===== config.mk =====
export PLATFORM = sky130hd
export DESIGN_NAME = bus_own_ctrl
export DESIGN_NICKNAME = d
export VERILOG_FILES = /design/src/rtl/bus_own_pkg.sv /design/src/rtl/bus_own_tick.sv /design/src/rtl/bus_own_ackwait.sv /design/src/rtl/bus_own_span.sv /design/src/rtl/bus_own_ctrl.sv
export SDC_FILE = /design/constraint.sdc
export NUM_CORES = 1
export LEC_CHECK = 0
export BUFFER_PORTS_ARGS = -buffer_cell sky130_fd_sc_hd__buf_2
export CAP_MARGIN = 20
export CORE_MARGIN = 2
export CORE_UTILIZATION = 30
export DETAILED_ROUTE_END_ITERATION = 12
export PLACE_DENSITY = 0.47
export SLEW_MARGIN = 15
export SYNTH_ARGS = -nofsm -noshare
export SYNTH_HDL_FRONTEND = slang
export SYNTH_HIERARCHICAL = 1
export SYNTH_SLANG_ARGS = --single-unit

===== constraint.sdc =====
create_clock -name clk -period 2.8 [get_ports clk]
set_clock_uncertainty 0.1 [all_clocks]
set_input_delay 0 -clock clk [delete_from_list [all_inputs] [get_ports clk]]
set_output_delay 0 -clock clk [all_outputs]
set_load 0.03 [all_outputs]

===== src/rtl/bus_own_pkg.sv =====
package bus_own_pkg;

  typedef enum logic [1:0] {
    OWN_RESET      = 2'd0,
    OWN_RESET_HELD = 2'd1,
    OWN_RUN        = 2'd2,
    OWN_RUN_HELD   = 2'd3
  } own_state_e;

  typedef enum logic [2:0] {
    CMD_RESET   = 3'd0,
    CMD_REQUEST = 3'd1,
    CMD_RELEASE = 3'd2,
    CMD_RUN     = 3'd3,
    CMD_RESTART = 3'd4,
    CMD_MCYCLE  = 3'd5,
    CMD_RSVD6   = 3'd6,
    CMD_RSVD7   = 3'd7
  } own_cmd_e;

  typedef enum logic [1:0] {
    PH_IDLE  = 2'd0,
    PH_WAIT  = 2'd1,
    PH_PULSE = 2'd2,
    PH_GAP   = 2'd3
  } own_phase_e;

endpackage


===== src/rtl/bus_own_tick.sv =====
module bus_own_tick #(
  parameter int unsigned TICK_DIV = 12_500_000
) (
  input  logic clk,
  input  logic rst_n,
  input  logic restart,
  output logic tick
);
  localparam int unsigned W = (TICK_DIV > 1) ? $clog2(TICK_DIV) : 1;
  localparam logic [W-1:0] LAST = W'(TICK_DIV - 1);

  logic [W-1:0] cnt_q, cnt_d;

  assign tick = (cnt_q == LAST);

  always_comb begin
    cnt_d = cnt_q;
    if (restart || tick) cnt_d = '0;
    else                 cnt_d = cnt_q + 1'b1;
  end

  always_ff @(posedge clk or negedge rst_n) begin
    if (!rst_n) cnt_q <= '0;
    else        cnt_q <= cnt_d;
  end

  assert_tick_wraps_R4: assert property (@(posedge clk) disable iff (!rst_n)
    tick |=> (cnt_q == '0));

endmodule


===== src/rtl/bus_own_ackwait.sv =====
module bus_own_ackwait #(
  parameter int unsigned ACK_TICKS = 20
) (
  input  logic clk,
  input  logic rst_n,
  input  logic load,
  input  logic tick,
  output logic expired
);
  localparam int unsigned W = $clog2(ACK_TICKS + 1);

  logic [W-1:0] cnt_q, cnt_d;

  assign expired = (cnt_q == '0);

  always_comb begin
    cnt_d = cnt_q;
    if (load)                  cnt_d = W'(ACK_TICKS);
    else if (tick && !expired) cnt_d = cnt_q - 1'b1;
  end

  always_ff @(posedge clk or negedge rst_n) begin
    if (!rst_n) cnt_q <= '0;
    else        cnt_q <= cnt_d;
  end

  assert_timer_floor_R4: assert property (@(posedge clk) disable iff (!rst_n)
    (expired && !load) |=> expired);

endmodule


===== src/rtl/bus_own_span.sv =====
module bus_own_span #(
  parameter int unsigned W = 8
) (
  input  logic         clk,
  input  logic         rst_n,
  input  logic         load,
  input  logic [W-1:0] load_val,
  output logic         done
);
  logic [W-1:0] cnt_q, cnt_d;

  assign done = (cnt_q == '0);

  always_comb begin
    cnt_d = cnt_q;
    if (load)       cnt_d = load_val;
    else if (!done) cnt_d = cnt_q - 1'b1;
  end

  always_ff @(posedge clk or negedge rst_n) begin
    if (!rst_n) cnt_q <= '0;
    else        cnt_q <= cnt_d;
  end

  assert_span_counts_down_R8: assert property (@(posedge clk) disable iff (!rst_n)
    (!done && !load) |=> (cnt_q == $past(cnt_q) - 1'b1));

endmodule


===== src/rtl/bus_own_ctrl.sv =====
module bus_own_ctrl
  import bus_own_pkg::*;
#(
  parameter int unsigned TICK_DIV     = 12_500_000,
  parameter int unsigned ACK_TICKS    = 20,
  parameter int unsigned PULSE_CYCLES = 1250,
  parameter int unsigned GAP_CYCLES   = 2,
  parameter int unsigned SYNC_STAGES  = 2
) (
  input  logic       clk,
  input  logic       rst_n,
  input  logic       cmd_valid,
  input  logic [2:0] cmd_code,
  input  logic       grant_n,
  output logic       tgt_reset_n,
  output logic       bus_req_n,
  output logic       drv_en,
  output logic [1:0] own_state,
  output logic       busy
);
  localparam int unsigned SPAN_MAX = (PULSE_CYCLES > GAP_CYCLES) ? PULSE_CYCLES : GAP_CYCLES;
  localparam int unsigned SW       = $clog2(SPAN_MAX + 1);
  localparam logic [SW-1:0] PULSE_LOAD = SW'(PULSE_CYCLES - 1);
  localparam logic [SW-1:0] GAP_LOAD   = SW'(GAP_CYCLES - 1);

  // grant synchroniser
  logic [SYNC_STAGES-1:0] sync_q;
  genvar gi;
  generate
    for (gi = 0; gi < SYNC_STAGES; gi++) begin : g_sync
      always_ff @(posedge clk or negedge rst_n) begin
        if (!rst_n) sync_q[gi] <= 1'b1;
        else if (gi == 0) sync_q[gi] <= grant_n;
        else sync_q[gi] <= sync_q[(gi == 0) ? 0 : gi - 1];
      end
    end
  endgenerate

  logic grant_seen;
  assign grant_seen = !sync_q[SYNC_STAGES-1];

  own_state_e state_q, state_d, goal_q, goal_d;
  own_phase_e phase_q, phase_d;
  logic       rst_out_q, rst_out_d;
  logic       req_out_q, req_out_d;
  logic       drv_q, drv_d;
  logic       wait_load, span_load, tick, wait_expired, span_done;
  logic [SW-1:0] span_val;
  own_cmd_e   cmd;

  assign cmd = own_cmd_e'(cmd_code);

  bus_own_tick #(.TICK_DIV(TICK_DIV)) u_tick (
    .clk(clk), .rst_n(rst_n), .restart(wait_load), .tick(tick));

  bus_own_ackwait #(.ACK_TICKS(ACK_TICKS)) u_wait (
    .clk(clk), .rst_n(rst_n), .load(wait_load), .tick(tick), .expired(wait_expired));

  bus_own_span #(.W(SW)) u_span (
    .clk(clk), .rst_n(rst_n), .load(span_load), .load_val(span_val), .done(span_done));

  always_comb begin
    state_d   = state_q;
    goal_d    = goal_q;
    phase_d   = phase_q;
    rst_out_d = rst_out_q;
    req_out_d = req_out_q;
    drv_d     = drv_q;
    wait_load = 1'b0;
    span_load = 1'b0;
    span_val  = '0;
    if (cmd_valid && cmd == CMD_RESET) begin
      state_d   = OWN_RESET;
      phase_d   = PH_IDLE;
      rst_out_d = 1'b0;
      req_out_d = 1'b1;
      drv_d     = 1'b0;
    end else begin
      unique case (phase_q)
        PH_IDLE: if (cmd_valid) begin
          case (cmd)
            CMD_REQUEST: begin
              if (state_q == OWN_RESET || state_q == OWN_RUN) begin
                req_out_d = 1'b0;
                phase_d   = PH_WAIT;
                wait_load = 1'b1;
                if (state_q == OWN_RESET) begin
                  rst_out_d = 1'b1;
                  goal_d    = OWN_RESET_HELD;
                end else begin
                  goal_d    = OWN_RUN_HELD;
                end
              end
            end
            CMD_RELEASE: begin
              if (state_q == OWN_RESET_HELD) begin
                drv_d     = 1'b0;
                req_out_d = 1'b1;
                rst_out_d = 1'b0;
                state_d   = OWN_RESET;
              end else if (state_q == OWN_RUN_HELD) begin
                drv_d     = 1'b0;
                req_out_d = 1'b1;
                state_d   = OWN_RUN;
              end
            end
            CMD_RUN: begin
              if (state_q == OWN_RESET) begin
                rst_out_d = 1'b1;
                state_d   = OWN_RUN;
              end else if (state_q == OWN_RESET_HELD) begin
                drv_d     = 1'b0;
                rst_out_d = 1'b0;
                phase_d   = PH_PULSE;
                span_load = 1'b1;
                span_val  = PULSE_LOAD;
                goal_d    = OWN_RUN_HELD;
              end
            end
            CMD_RESTART: begin
              if (state_q == OWN_RUN || state_q == OWN_RUN_HELD) begin
                rst_out_d = 1'b0;
                phase_d   = PH_PULSE;
                span_load = 1'b1;
                span_val  = PULSE_LOAD;
                goal_d    = state_q;
              end
            end
            CMD_MCYCLE: begin
              if (state_q == OWN_RUN_HELD) begin
                drv_d     = 1'b0;
                req_out_d = 1'b1;
                phase_d   = PH_GAP;
                span_load = 1'b1;
                span_val  = GAP_LOAD;
                goal_d    = OWN_RUN_HELD;
              end
            end
            default: ;
          endcase
        end
        PH_WAIT: begin
          if (grant_seen) begin
            drv_d   = 1'b1;
            state_d = goal_q;
            phase_d = PH_IDLE;
          end else if (wait_expired) begin
            phase_d = PH_IDLE;
            if (state_q == OWN_RESET) begin
              req_out_d = 1'b1;
              rst_out_d = 1'b0;
            end else if (state_q == OWN_RUN) begin
              req_out_d = 1'b1;
            end
          end
        end
        PH_PULSE: begin
          if (span_done) begin
            rst_out_d = 1'b1;
            drv_d     = (goal_q == OWN_RUN_HELD);
            state_d   = goal_q;
            phase_d   = PH_IDLE;
          end
        end
        PH_GAP: begin
          if (span_done) begin
            req_out_d = 1'b0;
            phase_d   = PH_WAIT;
            wait_load = 1'b1;
          end
        end
        default: ;
      endcase
    end
  end

  always_ff @(posedge clk or negedge rst_n) begin
    if (!rst_n) begin
      state_q   <= OWN_RESET;
      goal_q    <= OWN_RESET;
      phase_q   <= PH_IDLE;
      rst_out_q <= 1'b0;
      req_out_q <= 1'b1;
      drv_q     <= 1'b0;
    end else begin
      state_q   <= state_d;
      goal_q    <= goal_d;
      phase_q   <= phase_d;
      rst_out_q <= rst_out_d;
      req_out_q <= req_out_d;
      drv_q     <= drv_d;
    end
  end

  assign tgt_reset_n = rst_out_q;
  assign bus_req_n   = req_out_q;
  assign drv_en      = drv_q;
  assign own_state   = state_q;
  assign busy        = (phase_q != PH_IDLE);

  assert_drive_needs_request_R9: assert property (@(posedge clk) disable iff (!rst_n)
    drv_q |-> !req_out_q);
  assert_no_drive_in_reset_R1: assert property (@(posedge clk) disable iff (!rst_n)
    (state_q == OWN_RESET) |-> !drv_q);
  assert_no_drive_running_R5: assert property (@(posedge clk) disable iff (!rst_n)
    (state_q == OWN_RUN) |-> !drv_q);
  assert_idle_reset_low_R4: assert property (@(posedge clk) disable iff (!rst_n)
    (state_q == OWN_RESET && phase_q == PH_IDLE) |-> !rst_out_q);
  assert_pulse_holds_reset_R8: assert property (@(posedge clk) disable iff (!rst_n)
    (phase_q == PH_PULSE) |-> !rst_out_q);
  assert_reset_cmd_R2: assert property (@(posedge clk) disable iff (!rst_n)
    (cmd_valid && cmd_code == 3'd0) |=> (state_q == OWN_RESET && phase_q == PH_IDLE));

endmodule


==> flow_summary.json <==
{
  "vias_per_cell": 5.12,
  "grt_pass1_wl_um": 12000,
  "pin_count": 13,
  "vias": 2550,
  "slew_headroom_pct": 33.6,
  "fmax_mhz": 384,
  "hpwl_um": 4880,
  "crit_required_ns": 2.85,
  "dr_wl_met2_um": 3020,
  "syn_area_sq_um": 3230,
  "synthTopCellsByArea": "dfrtp_1 (37%), xnor2_1 (4.9%), nand2_1 (3.8%), nor2_1 (3.6%), a21oi_1 (3.1%)",
  "hold_ws_ns": 0.0760,
  "outcome": "finished, final reports clean",
  "grtUsageTotal_pct": 12.9,
  "syn_avg_cell_area_sq_um": 9.34,
  "setup_violations": 0,
  "synthDistinctLibCells": 74,
  "ys.flop_type": "dfrtp_1",
  "start_util_pct": 31.2,
  "drv_slew": 0,
  "synth_edf_count": 0,
  "final_common_cell": "dfrtp_1",
  "synthArstFlopShare_pct": 100,
  "finalNetCount": 375,
  "rsz0062_at_grt": "no",
  "powerDensity_nw_per_um2": 829,
  "die_h_um": 108,
  "wirelength_um": 7010,
  "p_leak_nw": 1.41,
  "worst_pin_slew_ns": 0.995,
  "syn_inst": 346,
  "root_buffer": "clkbuf_8",
  "rrSetupSlack_ns": 0.19,
  "period_needed_ns": 2.61,
  "grt_max_degree": 22,
  "grt_pass1_vias": 2420,
  "p_total_mw": 2.90,
  "drt-met1-wl_um": 3640,
  "crit_type": "flop to flop",
  "clockBufferDepth": 2,
  "final_cell_mix": "dfrtp_1 (48), nand2_1 (33), nor2_1 (31)",
  "cp_max_fo": 21,
  "synth_top_area_cell": "dfrtp_1",
  "finalNonFillerCells": 498,
  "drc": 0,
  "fp-row-count": 37,
  "core_sq_um": 10400,
  "start_kind": "flop",
  "endpoint_kind": "flop",
  "arrival_ns": 2.66,
  "io_buffer_count": 12,
  "tns_ns": 0,
  "cts-resized-gates": 0,
  "numPlacedInstances": 488,
  "h-tree-depth": 2,
  "layout-drive-gt1-share_pct": 14.9,
  "synth_warnings": 6,
  "min_path_type": "input pin to flop",
  "top_layer": "met4",
  "area_delta_synth_final_pct": 8.25,
  "drt_iter0_markers": 128,
  "drtPass1Iterations": 4,
  "post-route-period-util_pct": 93.1,
  "fin_area_sq_um": 3500,
  "ys_seq_area_share_pct": 39.6,
  "grt_antenna_before_repair": 0,
  "drv_cap": 0,
  "die_area_sq_um": 11600,
  "globalplace.congestion": 0.817,
  "ir_drop_mv": 0.286,
  "clk_pin_slew_worst_paths_ns": 0.09,
  "die_width_um": 108,
  "grt_overflow": 0,
  "cts_tree": "done",
  "wl_per_cell_um": 14.1,
  "hold_violations": 0,
  "ys_ff_latch": 51,
  "place_area_sq_um": 3400,
  "n_antenna_cell": 0,
  "route.met3.wl_um": 269,
  "numCtsBuffers": 5,
  "drtAntennaViolNets": 0,
  "clock-sinks": 51,
  "clk_latency_ns": 0.30,
  "yosys.area.top_type_share_pct": 37.2
}
-- flip-flops by register name, summed over array words and instances (netlist names) --
register / flops
bus_req_n: 1
drv_en: 1
goal_q: 2
own_state: 2
phase_q: 2
sync_q: 2
tgt_reset_n: 1
u_span/cnt_q: 11
u_tick/cnt_q: 24
u_wait/cnt_q: 5
-- logic make-up (layout without fill, tap and decap cells) --
logic type	after synthesis	count (layout)	synth area share (%)
AO/OA/AOI/OAI	82	82	17.5
XOR/XNOR	22	22	5.96
other	1	6	0.116
multiplexers	9	9	3.21
adder cells (fa/ha/maj)	7	7	2.71
buffers and inverters	32	43	5.62
flip-flops	51	51	39.6
AND/OR/NAND/NOR	142	142	25.3
-- area by class of cell --
cell class | count | area [sq um]
clock buffers | 7 | 76.3
clock inverters | 1 | 5.00
fillers | 1104 | 6870
inverters | 16 | 60.1
multi-input cells | 268 | 1790
flip-flops and latches | 51 | 1280
well taps | 136 | 170
repair buffers | 19 | 118
-- cell usage after synthesis (3+ instances only) --
| library cell | number |
|---|---|
| and3_1 | 4 |
| xnor2_1 | 18 |
| buf_4 | 3 |
| xor2_1 | 4 |
| nor2b_1 | 5 |
| or3_1 | 6 |
| o21ai_1 | 4 |
| nor4_1 | 6 |
| ha_1 | 7 |
| nand3_1 | 11 |
| nand4_1 | 8 |
| o21ai_0 | 11 |
| nand3b_1 | 3 |
| mux2_2 | 6 |
| a21oi_2 | 3 |
| inv_1 | 15 |
| a21oi_1 | 20 |
| dfrtp_1 | 48 |
| buf_2 | 6 |
| nor3_1 | 8 |
| a31oi_1 | 4 |
| a211oi_1 | 5 |
| dfstp_2 | 3 |
| nor2_1 | 31 |
| o31ai_1 | 8 |
| buf_6 | 5 |
| a22o_1 | 4 |
| nand2_1 | 33 |
| o41ai_1 | 4 |
-- repair_timing --
| action | in CTS | in global routing |
|---|---|---|
| setup buffers | 0 | 0 |
| endpoints found under the setup margin | 0 | 0 |
| hold buffers | 2 | 0 |
| hold endpoints to repair | 20 | 0 |
-- path summary, 6_finish.rpt --
path,startpoint,end,cells past startpoint
max,u_tick/cnt_q[9],u_tick/cnt_q[11],4
min,cmd_code[2],goal_q[0],3
max reg2reg,u_tick/cnt_q[9],u_tick/cnt_q[11],4
min reg2reg,sync_q[0],sync_q[1],0
max in group asynchronous,rst_n,sync_q[0],3
min in group asynchronous,rst_n,u_tick/cnt_q[21],2
-- where the power goes --
part,internal [mW],total (mW),switching [mW],leakage (nW)
sequential,0.946,1.22,0.271,0.640
clock,0.176,0.417,0.241,0.0422
combinational,0.582,1.26,0.683,0.729
total,1.70,2.90,1.19,1.41
-- metal layers --
metal,track usage (%),up-vias
met1,18.8,1224
li1,-,1276
met5,0,-
met4,4.21,0
met2,19.0,46
met3,2.54,4
-- worst max-delay path, cell delays in order, from the launching register on --
cell and delay [ns]:
dfrtp_1 0.46, or4b_1 0.52, or4_4 0.46, o21bai_2 0.79, nor2_1 0.12
-- per-stage QoR --
step	setup WS, ns	utilization, %
floorplan	0.122	-
global placement	0.252	32.7
detailed placement	0.230	32.7
CTS	0.221	33.7
global route	0.0344	33.7
finish	0.193	33.7
Power figures use the tool's default switching activity.
